===== src/rtl/eis_pkg.sv =====
package eis_pkg;

    localparam int MODE_W = 3;

    typedef enum logic [1:0] {
        SENSE_LEVEL = 2'b00,
        SENSE_FALL  = 2'b01,
        SENSE_RISE  = 2'b10,
        SENSE_BOTH  = 2'b11
    } sense_kind_e;

    localparam logic [MODE_W-1:0] MODE_RESET = 3'b100;

endpackage


===== src/rtl/eis_sync.sv =====
module eis_sync #(
    parameter int WIDTH  = 24,
    parameter int STAGES = 2
) (
    input  logic             clk_i,
    input  logic             rst_ni,
    input  logic [WIDTH-1:0] d_i,
    output logic [WIDTH-1:0] q_o
);

    logic [STAGES-1:0][WIDTH-1:0] chain_d;
    logic [STAGES-1:0][WIDTH-1:0] chain_q;

    always_comb begin
        chain_d[0] = d_i;
        for (int s = 1; s < STAGES; s++) begin
            chain_d[s] = chain_q[s-1];
        end
    end

    always_ff @(posedge clk_i or negedge rst_ni) begin
        if (!rst_ni) begin
            chain_q <= '0;
        end else begin
            chain_q <= chain_d;
        end
    end

    assign q_o = chain_q[STAGES-1];

endmodule


===== src/rtl/eis_detect.sv =====
module eis_detect
    import eis_pkg::*;
(
    input  logic [MODE_W-1:0] mode_i,
    input  logic              now_i,
    input  logic              prev_i,
    output logic              level_o,
    output logic              active_o,
    output logic              hit_o
);

    sense_kind_e kind;
    logic        rise;
    logic        fall;

    always_comb begin
        kind     = sense_kind_e'(mode_i[MODE_W-1:1]);
        rise     = now_i & ~prev_i;
        fall     = ~now_i & prev_i;
        level_o  = (kind == SENSE_LEVEL);
        active_o = level_o & (now_i == mode_i[0]);
        unique case (kind)
            SENSE_FALL: hit_o = fall;
            SENSE_RISE: hit_o = rise;
            SENSE_BOTH: hit_o = rise | fall;
            default:    hit_o = 1'b0;
        endcase
    end

endmodule


===== src/rtl/ext_irq_sense.sv =====
module ext_irq_sense
    import eis_pkg::*;
#(
    parameter int NUM_GROUPS      = 3,
    parameter int LINES_PER_GROUP = 8,
    parameter int SYNC_STAGES     = 2,
    localparam int NUM_LINES = NUM_GROUPS * LINES_PER_GROUP,
    localparam int MODE_BITS = LINES_PER_GROUP * MODE_W,
    localparam int DATA_W    = (NUM_LINES > MODE_BITS) ? NUM_LINES : MODE_BITS,
    localparam int ADDR_W    = $clog2(NUM_GROUPS + 2)
) (
    input  logic                 clk_i,
    input  logic                 rst_ni,
    input  logic [NUM_LINES-1:0] line_i,
    input  logic                 wr_en_i,
    input  logic [ADDR_W-1:0]    wr_addr_i,
    input  logic [DATA_W-1:0]    wr_data_i,
    input  logic [ADDR_W-1:0]    rd_addr_i,
    output logic [DATA_W-1:0]    rd_data_o,
    output logic                 irq_o
);

    localparam logic [ADDR_W-1:0] MASK_ADDR = ADDR_W'(NUM_GROUPS);
    localparam logic [ADDR_W-1:0] PEND_ADDR = ADDR_W'(NUM_GROUPS + 1);

    typedef struct packed {
        logic [NUM_LINES-1:0][MODE_W-1:0] mode;
        logic [NUM_LINES-1:0]             mask;
        logic [NUM_LINES-1:0]             pend;
        logic [NUM_LINES-1:0]             prev;
    } state_t;

    state_t st_d;
    state_t st_q;

    logic [NUM_LINES-1:0] sync_lvl;
    logic [NUM_LINES-1:0] is_level;
    logic [NUM_LINES-1:0] level_act;
    logic [NUM_LINES-1:0] edge_hit;
    logic [NUM_LINES-1:0] clr_vec;

    eis_sync #(
        .WIDTH  (NUM_LINES),
        .STAGES (SYNC_STAGES)
    ) u_sync (
        .clk_i  (clk_i),
        .rst_ni (rst_ni),
        .d_i    (line_i),
        .q_o    (sync_lvl)
    );

    for (genvar i = 0; i < NUM_LINES; i++) begin : g_line
        eis_detect u_det (
            .mode_i   (st_q.mode[i]),
            .now_i    (sync_lvl[i]),
            .prev_i   (st_q.prev[i]),
            .level_o  (is_level[i]),
            .active_o (level_act[i]),
            .hit_o    (edge_hit[i])
        );
    end

    always_comb begin
        clr_vec = (wr_en_i && wr_addr_i == PEND_ADDR) ? wr_data_i[NUM_LINES-1:0] : '0;
    end

    always_comb begin
        st_d      = st_q;
        st_d.prev = sync_lvl;
        for (int g = 0; g < NUM_GROUPS; g++) begin
            if (wr_en_i && wr_addr_i == ADDR_W'(g)) begin
                for (int k = 0; k < LINES_PER_GROUP; k++) begin
                    st_d.mode[g*LINES_PER_GROUP+k] = wr_data_i[k*MODE_W +: MODE_W];
                end
            end
        end
        if (wr_en_i && wr_addr_i == MASK_ADDR) begin
            st_d.mask = wr_data_i[NUM_LINES-1:0];
        end
        for (int i = 0; i < NUM_LINES; i++) begin
            if (is_level[i]) begin
                st_d.pend[i] = level_act[i];
            end else begin
                st_d.pend[i] = (st_q.pend[i] & ~clr_vec[i]) | edge_hit[i];
            end
        end
    end

    always_ff @(posedge clk_i or negedge rst_ni) begin
        if (!rst_ni) begin
            st_q.mode <= {NUM_LINES{MODE_RESET}};
            st_q.mask <= '1;
            st_q.pend <= '0;
            st_q.prev <= '0;
        end else begin
            st_q <= st_d;
        end
    end

    always_comb begin
        rd_data_o = '0;
        for (int g = 0; g < NUM_GROUPS; g++) begin
            if (rd_addr_i == ADDR_W'(g)) begin
                for (int k = 0; k < LINES_PER_GROUP; k++) begin
                    rd_data_o[k*MODE_W +: MODE_W] = st_q.mode[g*LINES_PER_GROUP+k];
                end
            end
        end
        if (rd_addr_i == MASK_ADDR) begin
            rd_data_o[NUM_LINES-1:0] = st_q.mask;
        end
        if (rd_addr_i == PEND_ADDR) begin
            rd_data_o[NUM_LINES-1:0] = st_q.pend;
        end
    end

    assign irq_o = |(st_q.pend & ~st_q.mask);

endmodule


===== config.mk =====
export PLATFORM = sky130hd
export DESIGN_NAME = ext_irq_sense
export DESIGN_NICKNAME = d
export VERILOG_FILES = /design/src/rtl/eis_pkg.sv /design/src/rtl/eis_sync.sv /design/src/rtl/eis_detect.sv /design/src/rtl/ext_irq_sense.sv
export SDC_FILE = /design/constraint.sdc
export NUM_CORES = 1
export LEC_CHECK = 0
export BUFFER_PORTS_ARGS = -buffer_cell sky130_fd_sc_hd__buf_2
export CAP_MARGIN = 15
export CELL_PAD_IN_SITES_DETAIL_PLACEMENT = 1
export CELL_PAD_IN_SITES_GLOBAL_PLACEMENT = 1
export CORE_ASPECT_RATIO = 0.75
export CORE_MARGIN = 3
export CORE_UTILIZATION = 42
export DETAILED_ROUTE_END_ITERATION = 6
export PLACE_DENSITY = 0.83
export SLEW_MARGIN = 5
export SYNTH_ARGS = -nofsm -noshare
export SYNTH_HDL_FRONTEND = slang
export SYNTH_SLANG_ARGS = --single-unit

===== constraint.sdc =====
create_clock -name clk_i -period 2.5 [get_ports clk_i]
set_clock_uncertainty 0.2 [all_clocks]
set_input_delay 0.75 -clock clk_i [delete_from_list [all_inputs] [get_ports clk_i]]
set_output_delay 0.75 -clock clk_i [all_outputs]
set_load 0.02 [all_outputs]

# After elaboration in Yosys (flattened, before gate mapping)
# Cells that the tools add are included.
[totals] output_inout_bits=25 in_bits=57 wordCells=437 register_bits=192
[op_classes] n_mux=54 n_eq_ne=104 bitwise_logic=218 n_reduce_logical=32
[ops] cell="2-to-1 mux 24 bit" n=6
[ops] cell="AND 1 bit" n=96
[ops] cell="== test 2 bit, second input constant" n=48
[ops] cell="inverter 1 bit" n=72
[ops] cell="case mux 1 bit (3 select lines)" n=24
[ops] cell="== test 2 x 1 -> 1 bit, second input constant" n=24
[ops] cell="logical NOT 2 bit" n=24
[ops] cell="bitwise OR 1 bit" n=48
[ops] cell="AND 24 bit" n=1
[ops] cell="== test 1 bit" n=24
[ops] cell="2-to-1 mux 1 bit" n=24
[ops] cell="inverter 24 bit" n=1
[ops] cell="OR reduction 24 bit" n=1
[ops] cell="== test 3 x 2 -> 1 bit, second input constant" n=4
[ops] cell="== test 3 x 1 -> 1 bit, second input constant" n=2
[ops] cell="== test 3 bit, second input constant" n=2
[ops] cell="logical NOT 3 bit" n=2
[ops] cell="logical AND 1 bit" n=5

# Depth between registers and ports, before layout
# Gate-level depths: netlist of the first run.
[logic_depth] depth_word=7 ltp_mapped=7 depth_no_buf=6

# Cells and area by module
# Synthesis of the first run repeated with hierarchy kept, for this count alone.
[hier_totals] hier_cells=791 hier_area_um2=9828.2
[by_module_without_submodules] mod="ext_irq_sense" area_per_inst_um2=6735.2 seq_area_each_um2=3663.5 instances=1 cells_per_inst=479
[by_module_without_submodules] mod="eis_detect" area_per_inst_um2=78.8 seq_area_each_um2=0.0 instances=24 cells_per_inst=11
[by_module_without_submodules] mod="eis_sync" area_per_inst_um2=1201.2 seq_area_each_um2=1201.2 instances=1 cells_per_inst=48

# Worst setup path after synthesis of the first run
# Ideal clock, no wire load.
[synth_timing] path_type="input -> output" startpoint="input rd_addr_i[1]" endpoint="output rd_data_o[10]" required_ps=1550 path_buffers=3 setup_slack_ps=-346 arrival_time_ps=1896 stages=6 cell_sequence="buf_2 -> nor2b_1 -> clkbuf_1 -> buf_2 -> a22oi_1 -> o22ai_1"
[synth_via] elab_chain_len=6 elab_cells_between_ends=10 cone_classes="eq/ne (4); mux (5); reduce/logical (1)"
[synth_rtl] item="start: declaration" line="ext_irq_sense.sv:18" rtl="input logic [ADDR_W-1:0] rd_addr_i,"
[synth_rtl] item="logical NOT 3 bit" line="ext_irq_sense.sv:103" rtl="if (rd_addr_i == ADDR_W'(g)) begin"
[synth_rtl] item="2-to-1 mux 24 bit (3 in a row)" line="ext_irq_sense.sv:103"
[synth_rtl] item="2-to-1 mux 24 bit" line="ext_irq_sense.sv:109" rtl="if (rd_addr_i == MASK_ADDR) begin"
[synth_rtl] item="2-to-1 mux 24 bit *" line="ext_irq_sense.sv:112" rtl="if (rd_addr_i == PEND_ADDR) begin"
[synth_rtl] item="end: declaration" line="ext_irq_sense.sv:19" rtl="output logic [DATA_W-1:0] rd_data_o,"
# Every way passes the cells marked *; elsewhere a longest branch is shown, timed or not.

# Worst setup path in the final report of the first run
[layout_timing] startpoint="register st_q[62] in the netlist's numbering" endpoint="output irq_o"
[layout_via] elab_chain_len=3
[layout_rtl] item="start: declaration" line="ext_irq_sense.sv:34" rtl="state_t st_q;"
[layout_rtl] item="start signal: assignment" line="ext_irq_sense.sv:96" rtl="st_q <= st_d;"
[layout_rtl] item="inverter 24 bit" line="ext_irq_sense.sv:117" rtl="assign irq_o = |(st_q.pend & ~st_q.mask);"
[layout_rtl] item="AND 24 bit" line="ext_irq_sense.sv:117"
[layout_rtl] item="OR reduction 24 bit" line="ext_irq_sense.sv:117"
[layout_rtl] item="end: declaration" line="ext_irq_sense.sv:20" rtl="output logic irq_o"
# No other way between the ends.

==> results of run 1 <==
-- worst max path at each step --
stage | cells past startpoint | start | slack [ns] | endpoint
2_1_floorplan | 5 | rd_addr_i[0] | -0.09 | rd_data_o[20]
3_3_place_gp | 6 | rd_addr_i[0] | -0.38 | rd_data_o[20]
3_5_place_dp | 8 | rd_addr_i[0] | -0.42 | rd_data_o[21]
4_1_cts | 6 | rd_addr_i[0] | -0.28 | rd_data_o[20]
5_1_grt | 4 | st_q[49]$_DFFE_PN1P_ | -0.38 | irq_o
6_report | 4 | st_q[62]$_DFFE_PN1P_ | -0.31 | irq_o
-- kinds of logic (layout without fill, tap and decap cells) --
kind of cell | Yosys count | count (layout) | share of synthesized area (%)
DFF | 192 | 192 | 52.0
AOI/OAI and AO/OA | 144 | 144 | 9.83
muxes | 141 | 141 | 19.0
buffers and inverters | 130 | 283 | 6.10
and+or+nand+nor | 64 | 64 | 4.39
adders and majority gates | 48 | 48 | 6.42
xor gates and xnor gates | 24 | 24 | 2.25
-- Yosys cell counts --
library cell,instances,area share [%]
sky130_fd_sc_hd__mux4_2,8,1.9
sky130_fd_sc_hd__ha_1,48,6.4
sky130_fd_sc_hd__a21oi_1,64,3.4
sky130_fd_sc_hd__nand4b_2,1,0.16
sky130_fd_sc_hd__buf_4,2,0.16
sky130_fd_sc_hd__dfstp_2,48,13
sky130_fd_sc_hd__inv_1,101,4.1
sky130_fd_sc_hd__a22oi_1,17,1.4
sky130_fd_sc_hd__nor3b_1,24,1.9
sky130_fd_sc_hd__o32a_1,24,2.6
sky130_fd_sc_hd__nor2b_1,2,0.13
sky130_fd_sc_hd__buf_1,1,0.040
sky130_fd_sc_hd__nor4b_4,1,0.25
sky130_fd_sc_hd__nor3_2,1,0.11
sky130_fd_sc_hd__mux2_2,55,6.6
sky130_fd_sc_hd__mux2_4,40,6.4
sky130_fd_sc_hd__buf_6,8,0.96
sky130_fd_sc_hd__and2_1,1,0.067
sky130_fd_sc_hd__nor2_1,17,0.68
sky130_fd_sc_hd__buf_2,12,0.64
sky130_fd_sc_hd__clkbuf_1,6,0.24
sky130_fd_sc_hd__o21ai_0,10,0.53
sky130_fd_sc_hd__xnor2_1,24,2.2
sky130_fd_sc_hd__o22ai_1,29,1.9
sky130_fd_sc_hd__and4bb_1,2,0.27
sky130_fd_sc_hd__nand3_1,8,0.43
sky130_fd_sc_hd__nor4_1,3,0.20
sky130_fd_sc_hd__mux2i_1,37,4.0
sky130_fd_sc_hd__mux2_1,1,0.12
sky130_fd_sc_hd__nand2_1,4,0.16
sky130_fd_sc_hd__dfrtp_1,144,39
-- registers in the layout (all words and copies together) (netlist names) --
register / flops
st_q: 144
u_sync.chain_d: 24
u_sync.q_o: 24
-- where the power goes --
part / total, uW / internal, uW / switching (uW)
sequential: 4500 / 3790 / 712
clock: 2960 / 1610 / 1350
combinational: 2710 / 1410 / 1300
-- layer usage --
layer | global-route usage, % | vias to the layer above | wire length (um)
li1 | - | 2894 | -
met1 | 31.6 | 3519 | 12300
met2 | 40.5 | 198 | 14100
met3 | 6.27 | 42 | 1630
met4 | 6.79 | 0 | 609
met5 | 0 | - | 0
-- critical path: stages, from the launching register on --
cell	delay (ns)
sky130_fd_sc_hd__dfstp_2	0.56
sky130_fd_sc_hd__o22ai_1	0.18
sky130_fd_sc_hd__nor4_4	0.34
sky130_fd_sc_hd__nand3_2	0.16
sky130_fd_sc_hd__buf_6	0.17
-- cell type report --
| type | instances | area [sq um] | share of cell area, % |
|---|---|---|---|
| clock inverter | 15 | 201 | 1.66 |
| tap | 288 | 360 | 2.97 |
| inverter | 101 | 379 | 3.13 |
| sequential | 192 | 4860 | 40.1 |
| clock buffer | 17 | 425 | 3.51 |
| timing repair buffer | 150 | 1370 | 11.3 |
| multi-input combinational | 421 | 4530 | 37.3 |
-- through the flow --
stage                     power (uW)  area [sq um]  setup TNS (ns)
after floorplan                 5830          9720           -1.14
after global placement          6560         10700           -7.96
after detailed placement        6700         10700           -8.86
after CTS                      10000         12000           -5.86
after global routing           10600         12100           -7.15
final                          10200         12100           -6.42
-- repair_timing --
item / CTS / global route
cloned: 3 / 0
pin swaps: 25 / 8
setup endpoints to repair: 25 / 25
resized for setup: 112 / 20
setup buffers: 23 / 3
==> out/qor_table.md, run 1 <==
| Quantity | This run |
|:---|:---|
| Critical path class | flip-flop to primary output |
| Final hold slack | 0.0668 ns |
| Cell leakage power | 0.00548 uW |
| Final Routed Wirelength | 28600 um |
| Number of warning messages in the yosys log | 0 |
| Overflow left after global routing | 0 |
| Total number of nets in the final design | 988 |
| Max Clk Rate | 356 MHz |
| Std-Cell Core Area | 0.0215 sq mm |
| Number of standard cells after synthesis | 743 |
| Number of antenna violations at the first check in global routing | 0 |
| Die height | 135 um |
| Effective utilization at floorplan | 43.5% |
| First-pass GRT wire length | 43800 um |
| Commonest non-fill, non-tap cell in the layout | sky130_fd_sc_hd__dfrtp_1 |
| HPWL after detailed placement | 18500 um |
| IO Count | 82 |
| CTS tree | yes |
| Root Buffer | sky130_fd_sc_hd__clkbuf_16 |
| Max Cap Violations | 0 |
| Worst min-delay path class | input port to asynchronous set/reset pin |
| DR pass1 iterations | 4 |
| Later-pin clock latency in the skew report | 0.45 ns |
| Number of levels in the clock H-tree | 4 |
| IO buf count | 81 |
| Synthesized Nets | 848 |
| Register-to-Register Path Depth | 5 |
| Number of flip-flops and latches in the synthesized netlist | 192 |
| Per-cell routed wire length | 24.1 um |
| GRT Total Usage | 24.3% |
| Crit path capture type | primary output |
| CTS Buffer Depth | 2 |
| Final weighted congestion in routability-driven placement | 0.873 |
| Final period utilization | 113% |
| Slew @ Worst Pin | 0.477 ns |
| Violated checks | setup timing |
| Pin count of the biggest net entering global routing | 49 |
| Cts bufs inserted | 17 |
| Fraction of layout instances using a drive strength above 1 | 47.5% |
| Final hold violation count | 0 |
| Via count | 6653 |
| Clk pin slew, worst setup/hold paths | 0.08 ns |
| Detail Route Antenna Nets | 0 |
| Maximum net fanout on the critical path | 3 |
| Standard-cell rows | 46 |
| Portion of the post-synthesis area used by sequential elements | 52.0% |
| Arrival time worst endpoint | 1.86 ns |
| Area of the mapped netlist | 0.00936 sq mm |
| Number of clock sinks seen by CTS | 192 |
| Final-report max-slew violation count | 0 |
| Number of distinct standard cells referenced by the synthesized netlist | 31 |
| Final core utilization | 56.4% |
| Number of standard cells in the layout, taps in and fillers out | 1184 |
| Worst reg2reg endpoint | st_q[42]$_DFF_PN0_ |
| Setup violations, final | 25 |
| Peak supply drop | 0.517 mV |
| DRC viols | 0 |
| Pre-CTS WS | -0.417 ns |
| Number of antenna diodes | 0 |
| Pwr/cell area | 838 mW/mm^2 |
| Placed Cells | 1123 |
| CP required | 1.55 ns |
| Number of global-route vias before repair | 7428 |
| Area of the die | 0.0241 sq mm |
| Via-to-Cell Ratio | 5.62 |
| Average instance area after synthesis | 12.6 sq um |
| Run status | complete, but fails checks |
| Setup repair after global routing missed its margin | true |
| Period minus WS final | 2.81 ns |
| Chip width | 178 um |
| Source of the worst register-to-register timing path | u_sync.q_o[18]$_DFF_PN0_ |
| Starting DRC count in detailed routing | 406 |
| Final WS setup | -0.313 ns |
| Worst max-slew margin expressed relative to the limit | 68.2% |
| Synthesis-to-layout area growth | 29.6% |
| Fillers | 2120 |
| Hold-fix buffers, CTS | 0 |
| Worst setup slack for register-to-register paths | 0.91 ns |
| Sort of element at the start of the critical path | flip-flop |
| Highest-count cells in the layout ignoring fill and taps | sky130_fd_sc_hd__dfrtp_1 (144), sky130_fd_sc_hd__inv_1 (93), sky130_fd_sc_hd__mux2_2 (55), sky130_fd_sc_hd__buf_2 (54) |
(Power assumes the default switching activity.)
==> inputs of run 2 (changes only) <==
CTS_BUF_LIST = sky130_fd_sc_hd__clkbuf_8   (was not set)
==> run 2 against run 1 <==
  * The flow still finishes with violations (setup timing)
  * Non-clock buffer count is 4 higher
  * Final area is 0.79% lower
  * Count of clock-buffer cells in the layout stayed put
  * Final cell count is 0.34% higher
  * Worst hold slack better by 0.073 ns
  * Critical endpoint is now rd_data_o[23]
  * Largest power group unchanged
  * Highest routed layer unchanged
==> out/qor_table.md, run 2 (synthesis gave the netlist of run 1 again) <==
| Quantity | This run |
|:---|:---|
| Worst path slowest cell | sky130_fd_sc_hd__mux2i_2 |
| Total number of nets in the final design | 992 |
| Arrival time worst endpoint | 1.89 ns |
| Final Routed Wirelength | 29000 um |
| Clock power share | 23.9% |
| Period minus WS final | 2.84 ns |
| Number of standard cells in the layout, taps in and fillers out | 1188 |
| First-pass GRT wire length | 44100 um |
| Number of antenna diodes | 0 |
| Source of the worst register-to-register timing path | u_sync.q_o[6]$_DFF_PN0_ |
| Total power after layout | 9590 uW |
| Setup repair after global routing missed its margin | true |
| Crit path capture type | primary output |
| Kind of cell adding the most delay to the critical path | buffers and inverters |
| Switching power | 3330 uW |
| Pin count of the biggest net entering global routing | 49 |
| Max Clk Rate | 352 MHz |
| Final period utilization | 114% |
| Slew @ Worst Pin | 0.472 ns |
| Fillers | 2134 |
| Buffering stage count on the worst path with inverters included | 4 |
| Number of levels in the clock H-tree | 4 |
| Per-cell routed wire length | 24.4 um |
| Final-report max-slew violation count | 0 |
| Final weighted congestion in routability-driven placement | 0.873 |
| Number of global-route vias before repair | 7439 |
| Via count | 6681 |
| Maximum net fanout on the critical path | 7 |
| Design internal power | 6260 uW |
| CP required | 1.55 ns |
| Register containing the most flip-flops in the final layout | st_q |
| IO buf count | 81 |
| Fraction of layout instances using a drive strength above 1 | 47.9% |
| Setup violations, final | 25 |
| Highest routing layer actually used | met4 |
| GRT Total Usage | 24.4% |
| Run status | complete, but fails checks |
| Maximum single-stage delay on the critical path | 0.25 ns |
| DRC viols | 0 |
| Via-to-Cell Ratio | 5.62 |
| Cts bufs inserted | 17 |
| Commonest non-fill, non-tap cell in the layout | sky130_fd_sc_hd__dfrtp_1 |
| Effective utilization at floorplan | 43.5% |
| Clk pin slew, worst setup/hold paths | 0.11 ns |
| Reg power frac | 47.1% |
| CTS tree | yes |
| Sequential standard cell area | 0.00487 sq mm |
| Cell area after placement | 0.0107 sq mm |
| Worst min-delay path class | input port to flip-flop |
| Routed length on met3 | 1350 um |
| Placed Cells | 1123 |
| Max FFs per register | 144 |
| IO Count | 82 |
| Peak supply drop | 0.465 mV |
| Overflow left after global routing | 0 |
| Most Frequent Cell on Critical Path | sky130_fd_sc_hd__buf_12 |
| Startpoint of the lowest-slack hold path | line_i[21] |
| Number of clock sinks seen by CTS | 192 |
| Max Cap Violations | 0 |
| Final hold violation count | 0 |
| Root Buffer | sky130_fd_sc_hd__clkbuf_8 |
| Critical path class | input port to primary output |
| Highest-count cells in the layout ignoring fill and taps | sky130_fd_sc_hd__dfrtp_1 (143), sky130_fd_sc_hd__inv_1 (92), sky130_fd_sc_hd__mux2_2 (55), sky130_fd_sc_hd__buf_2 (53) |
| Chip width | 178 um |
| Share of power burned in combinational logic | 29.0% |
| Wire length on met2 | 14500 um |
| DR pass1 iterations | 5 |
| Number of antenna violations at the first check in global routing | 0 |
| Final core utilization | 55.9% |
| Cell leakage power | 0.00540 uW |
| CTS Buffer Depth | 2 |
| Area of the die | 0.0241 sq mm |
| Worst max-slew margin expressed relative to the limit | 68.5% |
| Std-Cell Core Area | 0.0215 sq mm |
| Synthesis-to-layout area growth | 28.6% |
| Die height | 135 um |
| Later-pin clock latency in the skew report | 0.51 ns |
| Post-layout instance area | 0.0120 sq mm |
| Detail Route Antenna Nets | 0 |
| Multi-input gate area | 0.00456 sq mm |
| Pwr/cell area | 797 mW/mm^2 |
| CP Cell Sequence | buf_12 -> buf_12 -> buf_12 -> mux2i_2 -> nor2_2 -> a21oi_4 -> o22ai_2 -> buf_6 |
| Sort of element at the start of the critical path | input port |
| Final WS setup | -0.343 ns |
| Standard-cell rows | 46 |
| Switching Fraction | 34.7% |
| Violated checks | setup timing |
| CP startpoint | rd_addr_i[0] |
| HPWL after detailed placement | 18500 um |
| Routed met1 length | 12600 um |
| Starting DRC count in detailed routing | 452 |
==> run 2: final cells by class <==
type	instances	area share, %
Sequential cell	192	40.4
Clock inverter	15	1.67
Tap cell	288	2.99
Clock buffer	17	1.94
Timing Repair Buffer	154	11.9
Multi-Input combinational cell	421	37.9
Inverter	101	3.15
==> run 2: what timing repair did <==
item / 4_1_cts / 5_1_grt
hold buffers: 1 / 0
buffers inserted: 20 / 9
gates cloned: 2 / 1
hold endpoints to repair: 6 / 0
pin swaps: 21 / 11
endpoints found under the setup margin: 25 / 25
resized for setup: 113 / 31
==> run 2: worst register-to-register path: stages (launching register included) <==
cell and delay, ns:
sky130_fd_sc_hd__dfrtp_1 0.50, sky130_fd_sc_hd__ha_1 0.33, sky130_fd_sc_hd__nand2_1 0.07, sky130_fd_sc_hd__o21ai_0 0.08
sky130_fd_sc_hd__a21oi_1 0.22, sky130_fd_sc_hd__o32a_1 0.17
==> run 2: per-layer routing <==
metal  GRT usage, %  vias up
li1               -     2898
met5              0        -
met4           6.92        0
met2           41.0      213
met3           4.76       44
met1           32.3     3526
==> run 2: path summary, 6_finish.rpt <==
| path | endpoint | slack (ns) | cells past startpoint |
|---|---|---|---|
| worst max-delay path | rd_data_o[23] | -0.34 | 8 |
| worst min register to register | u_sync.q_o[15]$_DFF_PN0_ | 0.15 | 0 |
| max in group asynchronous | st_q[51]$_DFFE_PN1P_ | 0.85 | 3 |
| min in group asynchronous | st_q[6]$_DFF_PN0_ | 0.57 | 2 |
| worst min-delay path | u_sync.chain_d[45]$_DFF_PN0_ | 0.14 | 1 |
| worst max register to register | st_q[30]$_DFF_PN0_ | 0.89 | 5 |
==> run 2: power by group through the flow <==
stage / clock network (uW) / logic [uW] / registers, uW
2_1_floorplan: 0 / 1610 / 4230
3_3_place_gp: 0 / 2110 / 4440
3_5_place_dp: 0 / 2220 / 4490
4_1_cts: 2330 / 2550 / 4450
5_1_grt: 2490 / 2970 / 4580
6_report: 2290 / 2780 / 4510
==> run 2: metrics by stage <==
step                      setup TNS [ns]  hold slack (ns)  worst slack, ns
after detailed placement           -8.86            0.136           -0.417
after global routing               -7.34           0.0969           -0.368
after floorplan                    -1.14            0.131          -0.0935
after CTS                          -5.81            0.109           -0.311
final                              -6.75            0.140           -0.343
after global placement             -7.96            0.133           -0.377
==> inputs of run 3 (changes only) <==
ABC_AREA = 1   (was not set)
GPL_ROUTABILITY_DRIVEN = 1   (was not set)
PLACE_DENSITY = 0.85   (was 0.83)
clock period = 3.5 ns   (was 2.5 ns; I/O delays follow)
==> run 3 against run 2 <==
  * Combinational power down 56%
  * Count of clock-buffer cells in the layout up 4
  * Critical path depth unchanged
  * Global-route usage up 0.44 points
  * Utilization down 5.9 points
  * The run now ends clean
  * Via count up 26%
  * Total power down 40%
  * Worst setup slack better by 0.39 ns
  * Largest power group unchanged
  * Largest cell class unchanged
==> out/qor_table.md, run 3 <==
| Quantity | This run |
|:---|:---|
| Max Cap Violations | 0 |
| Worst max-slew margin expressed relative to the limit | 62.2% |
| Commonest non-fill, non-tap cell in the layout | sky130_fd_sc_hd__nand2_1 |
| Final Routed Wirelength | 30200 um |
| Number of cells on the critical path | 8 |
| Total power after layout | 5770 uW |
| Pin count of the biggest net entering global routing | 57 |
| Switching power | 2040 uW |
| Setup violations, final | 0 |
| Overflow left after global routing | 0 |
| Synthesis-to-layout area growth | 14.2% |
| Reg power frac | 52.9% |
| Root Buffer | sky130_fd_sc_hd__clkbuf_8 |
| CP startpoint | rd_addr_i[2] |
| Buffering stage count on the worst path with inverters included | 5 |
| Hold-fix buffers, CTS | 0 |
| Effective utilization at floorplan | 43.8% |
| Slew @ Worst Pin | 0.567 ns |
| Arrival time worst endpoint | 2.21 ns |
| Period minus WS final | 3.46 ns |
| Number of warning messages in the yosys log | 0 |
| Final period utilization | 98.8% |
| Number of antenna diodes | 0 |
| DRC viols | 0 |
| Most instantiated library cell after synthesis | sky130_fd_sc_hd__nand2_1 |
| Sort of element at the start of the critical path | input port |
| Register containing the most flip-flops in the final layout | st_q |
| Critical path class | input port to primary output |
| Starting DRC count in detailed routing | 778 |
| End point of the critical path | rd_data_o[6] |
| Per-cell routed wire length | 19.4 um |
| Cts bufs inserted | 17 |
| Detail Route Antenna Nets | 0 |
| Most Frequent Cell on Critical Path | sky130_fd_sc_hd__buf_4 |
| DR pass1 iterations | 5 |
| Chip width | 179 um |
| Via-to-Cell Ratio | 5.39 |
| Share of power burned in combinational logic | 21.4% |
| Design internal power | 3730 uW |
| Crit path capture type | primary output |
| Kind of cell adding the most delay to the critical path | buffers and inverters |
| Number of enable flip-flop cells after synthesis | 0 |
| Final weighted congestion in routability-driven placement | 0.851 |
| Max FFs per register | 144 |
| Total number of nets in the final design | 1360 |
| Area of the die | 0.0244 sq mm |
| Placed Cells | 1521 |
| Switching Fraction | 35.3% |
| Maximum single-stage delay on the critical path | 0.21 ns |
| Cell leakage power | 0.00553 uW |
| CTS Buffer Depth | 2 |
| Number of clock sinks seen by CTS | 192 |
| CTS tree | yes |
| Worst min-delay path class | flip-flop to flip-flop |
| Clk pin slew, worst setup/hold paths | 0.09 ns |
| Clock power share | 25.7% |
| Number of levels in the clock H-tree | 4 |
| Cell type with the largest total area after synthesis | sky130_fd_sc_hd__dfrtp_1 |
| Final hold violation count | 0 |
| Pwr/cell area | 533 mW/mm^2 |
| HPWL after detailed placement | 21300 um |
| Area of the mapped netlist | 0.00948 sq mm |
| Number of standard cells after synthesis | 1164 |
| Peak supply drop | 0.250 mV |
| Fraction of synthesized cell area taken by the top area cell type | 38.0% |
| Pre-CTS WS | 0.00314 ns |
| Setup repair after global routing missed its margin | true |
| Top area cells in the synthesized netlist | sky130_fd_sc_hd__dfrtp_1 (38%), sky130_fd_sc_hd__dfstp_2 (13%), sky130_fd_sc_hd__nand2_1 (12%) |
| Commonest cells post-synth | sky130_fd_sc_hd__nand2_1 (309), sky130_fd_sc_hd__inv_1 (168), sky130_fd_sc_hd__dfrtp_1 (144), sky130_fd_sc_hd__o21ai_0 (122), sky130_fd_sc_hd__nor2_1 (103) |
| Number of flip-flops and latches in the synthesized netlist | 192 |
| Std-Cell Core Area | 0.0216 sq mm |
| Highest-count cells in the layout ignoring fill and taps | sky130_fd_sc_hd__nand2_1 (309), sky130_fd_sc_hd__inv_1 (168), sky130_fd_sc_hd__dfrtp_1 (144), sky130_fd_sc_hd__o21ai_0 (122), sky130_fd_sc_hd__nor2_1 (102) |
| Fraction of layout instances using a drive strength above 1 | 15.7% |
| CP required | 2.25 ns |
| Fillers | 2699 |
| Run status | completed |
| First-pass GRT wire length | 47100 um |
| Final-report max-slew violation count | 0 |
| GRT Total Usage | 24.9% |
| IO Count | 82 |
| Max Clk Rate | 289 MHz |
| Worst setup slack for register-to-register paths | 1.76 ns |
| Average instance area after synthesis | 8.14 sq um |
| CP Cell Sequence | buf_2 -> inv_1 -> buf_12 -> nor3_4 -> buf_4 -> nand2_1 -> nand3_1 -> buf_4 |
| Number of distinct standard cells referenced by the synthesized netlist | 20 |
| Later-pin clock latency in the skew report | 0.49 ns |
| Final WS setup | 0.0432 ns |
| Worst path slowest cell | sky130_fd_sc_hd__buf_4 |
| IO buf count | 81 |
| Maximum net fanout on the critical path | 49 |
| Standard-cell rows | 46 |
| Top FF cell, synth | sky130_fd_sc_hd__dfrtp_1 |
| Register-to-Register Path Depth | 4 |
| Number of antenna violations at the first check in global routing | 1 |
| Worst reg2reg endpoint | st_q[43]$_DFF_PN0_ |
| Synthesized Nets | 1269 |
| Number of standard cells in the layout, taps in and fillers out | 1556 |
| Portion of the post-synthesis area used by sequential elements | 51.3% |
| Asr flop ratio synth | 100% |
| Number of global-route vias before repair | 8582 |
| Die height | 136 um |
| Via count | 8386 |
| Source of the worst register-to-register timing path | u_sync.q_o[19]$_DFF_PN0_ |
==> run 3: what timing repair did <==
| action | in CTS | in global routing |
|---|---|---|
| gates resized for setup | 1 | 6 |
| endpoints found under the setup margin | 1 | 9 |
| cloned | 0 | 2 |
| setup buffers | 0 | 1 |
==> run 3: routing by layer <==
| layer | up-vias | global-route usage, % | wire, um |
|---|---|---|---|
| met5 | - | 0 | 13 |
| li1 | 3862 | - | - |
| met4 | 2 | 6.48 | 522 |
| met2 | 265 | 38.9 | 13300 |
| met1 | 4213 | 35.4 | 14300 |
| met3 | 44 | 5.35 | 2070 |
==> run 3: power groups by stage <==
stage	clock network (uW)	logic [uW]	registers (uW)
4_1_cts	1520	1220	3030
3_3_place_gp	0	1120	3050
3_5_place_dp	0	1200	3070
2_1_floorplan	0	795	2900
6_report	1480	1230	3050
5_1_grt	1620	1410	3090
==> run 3: layout make-up <==
class                      count  area (sq um)  share of cell area (%)
sequential                   192          4860                    45.0
multi-input combinational    761          3780                    35.0
timing repair buffer         114           785                    7.25
inverter                     169           634                    5.86
tap                          288           360                    3.33
clock buffer                  21           289                    2.67
clock inverter                11           105                   0.971
==> run 3: how the worst min path moves through the flow <==
stage	start	cells after the start	endpoint
floorplan	u_sync.chain_d[24]$_DFF_PN0_	0	u_sync.q_o[0]$_DFF_PN0_
global placement	u_sync.chain_d[28]$_DFF_PN0_	0	u_sync.q_o[4]$_DFF_PN0_
detailed placement	u_sync.chain_d[27]$_DFF_PN0_	0	u_sync.q_o[3]$_DFF_PN0_
CTS	u_sync.chain_d[41]$_DFF_PN0_	0	u_sync.q_o[17]$_DFF_PN0_
global route	u_sync.chain_d[36]$_DFF_PN0_	0	u_sync.q_o[12]$_DFF_PN0_
finish	u_sync.chain_d[36]$_DFF_PN0_	0	u_sync.q_o[12]$_DFF_PN0_
==> run 3: per-stage QoR <==
stage,setup TNS [ns],utilization [%],area (sq um),hold WS [ns]
6_report,0,50.0,10800,0.156
3_5_place_dp,0,47.8,10300,0.136
2_1_floorplan,0,-,9480,0.131
3_3_place_gp,0,47.8,10300,0.132
4_1_cts,0,49.6,10700,0.157
5_1_grt,-0.0397,50.0,10800,0.165
==> run 3: cells by family after synthesis <==
family,synth area share [%]
adders and majority gates,6.34
AOI/OAI and AO/OA,7.97
buffers and inverters,8.86
DFF,51.3
and+or+nand+nor,25.5
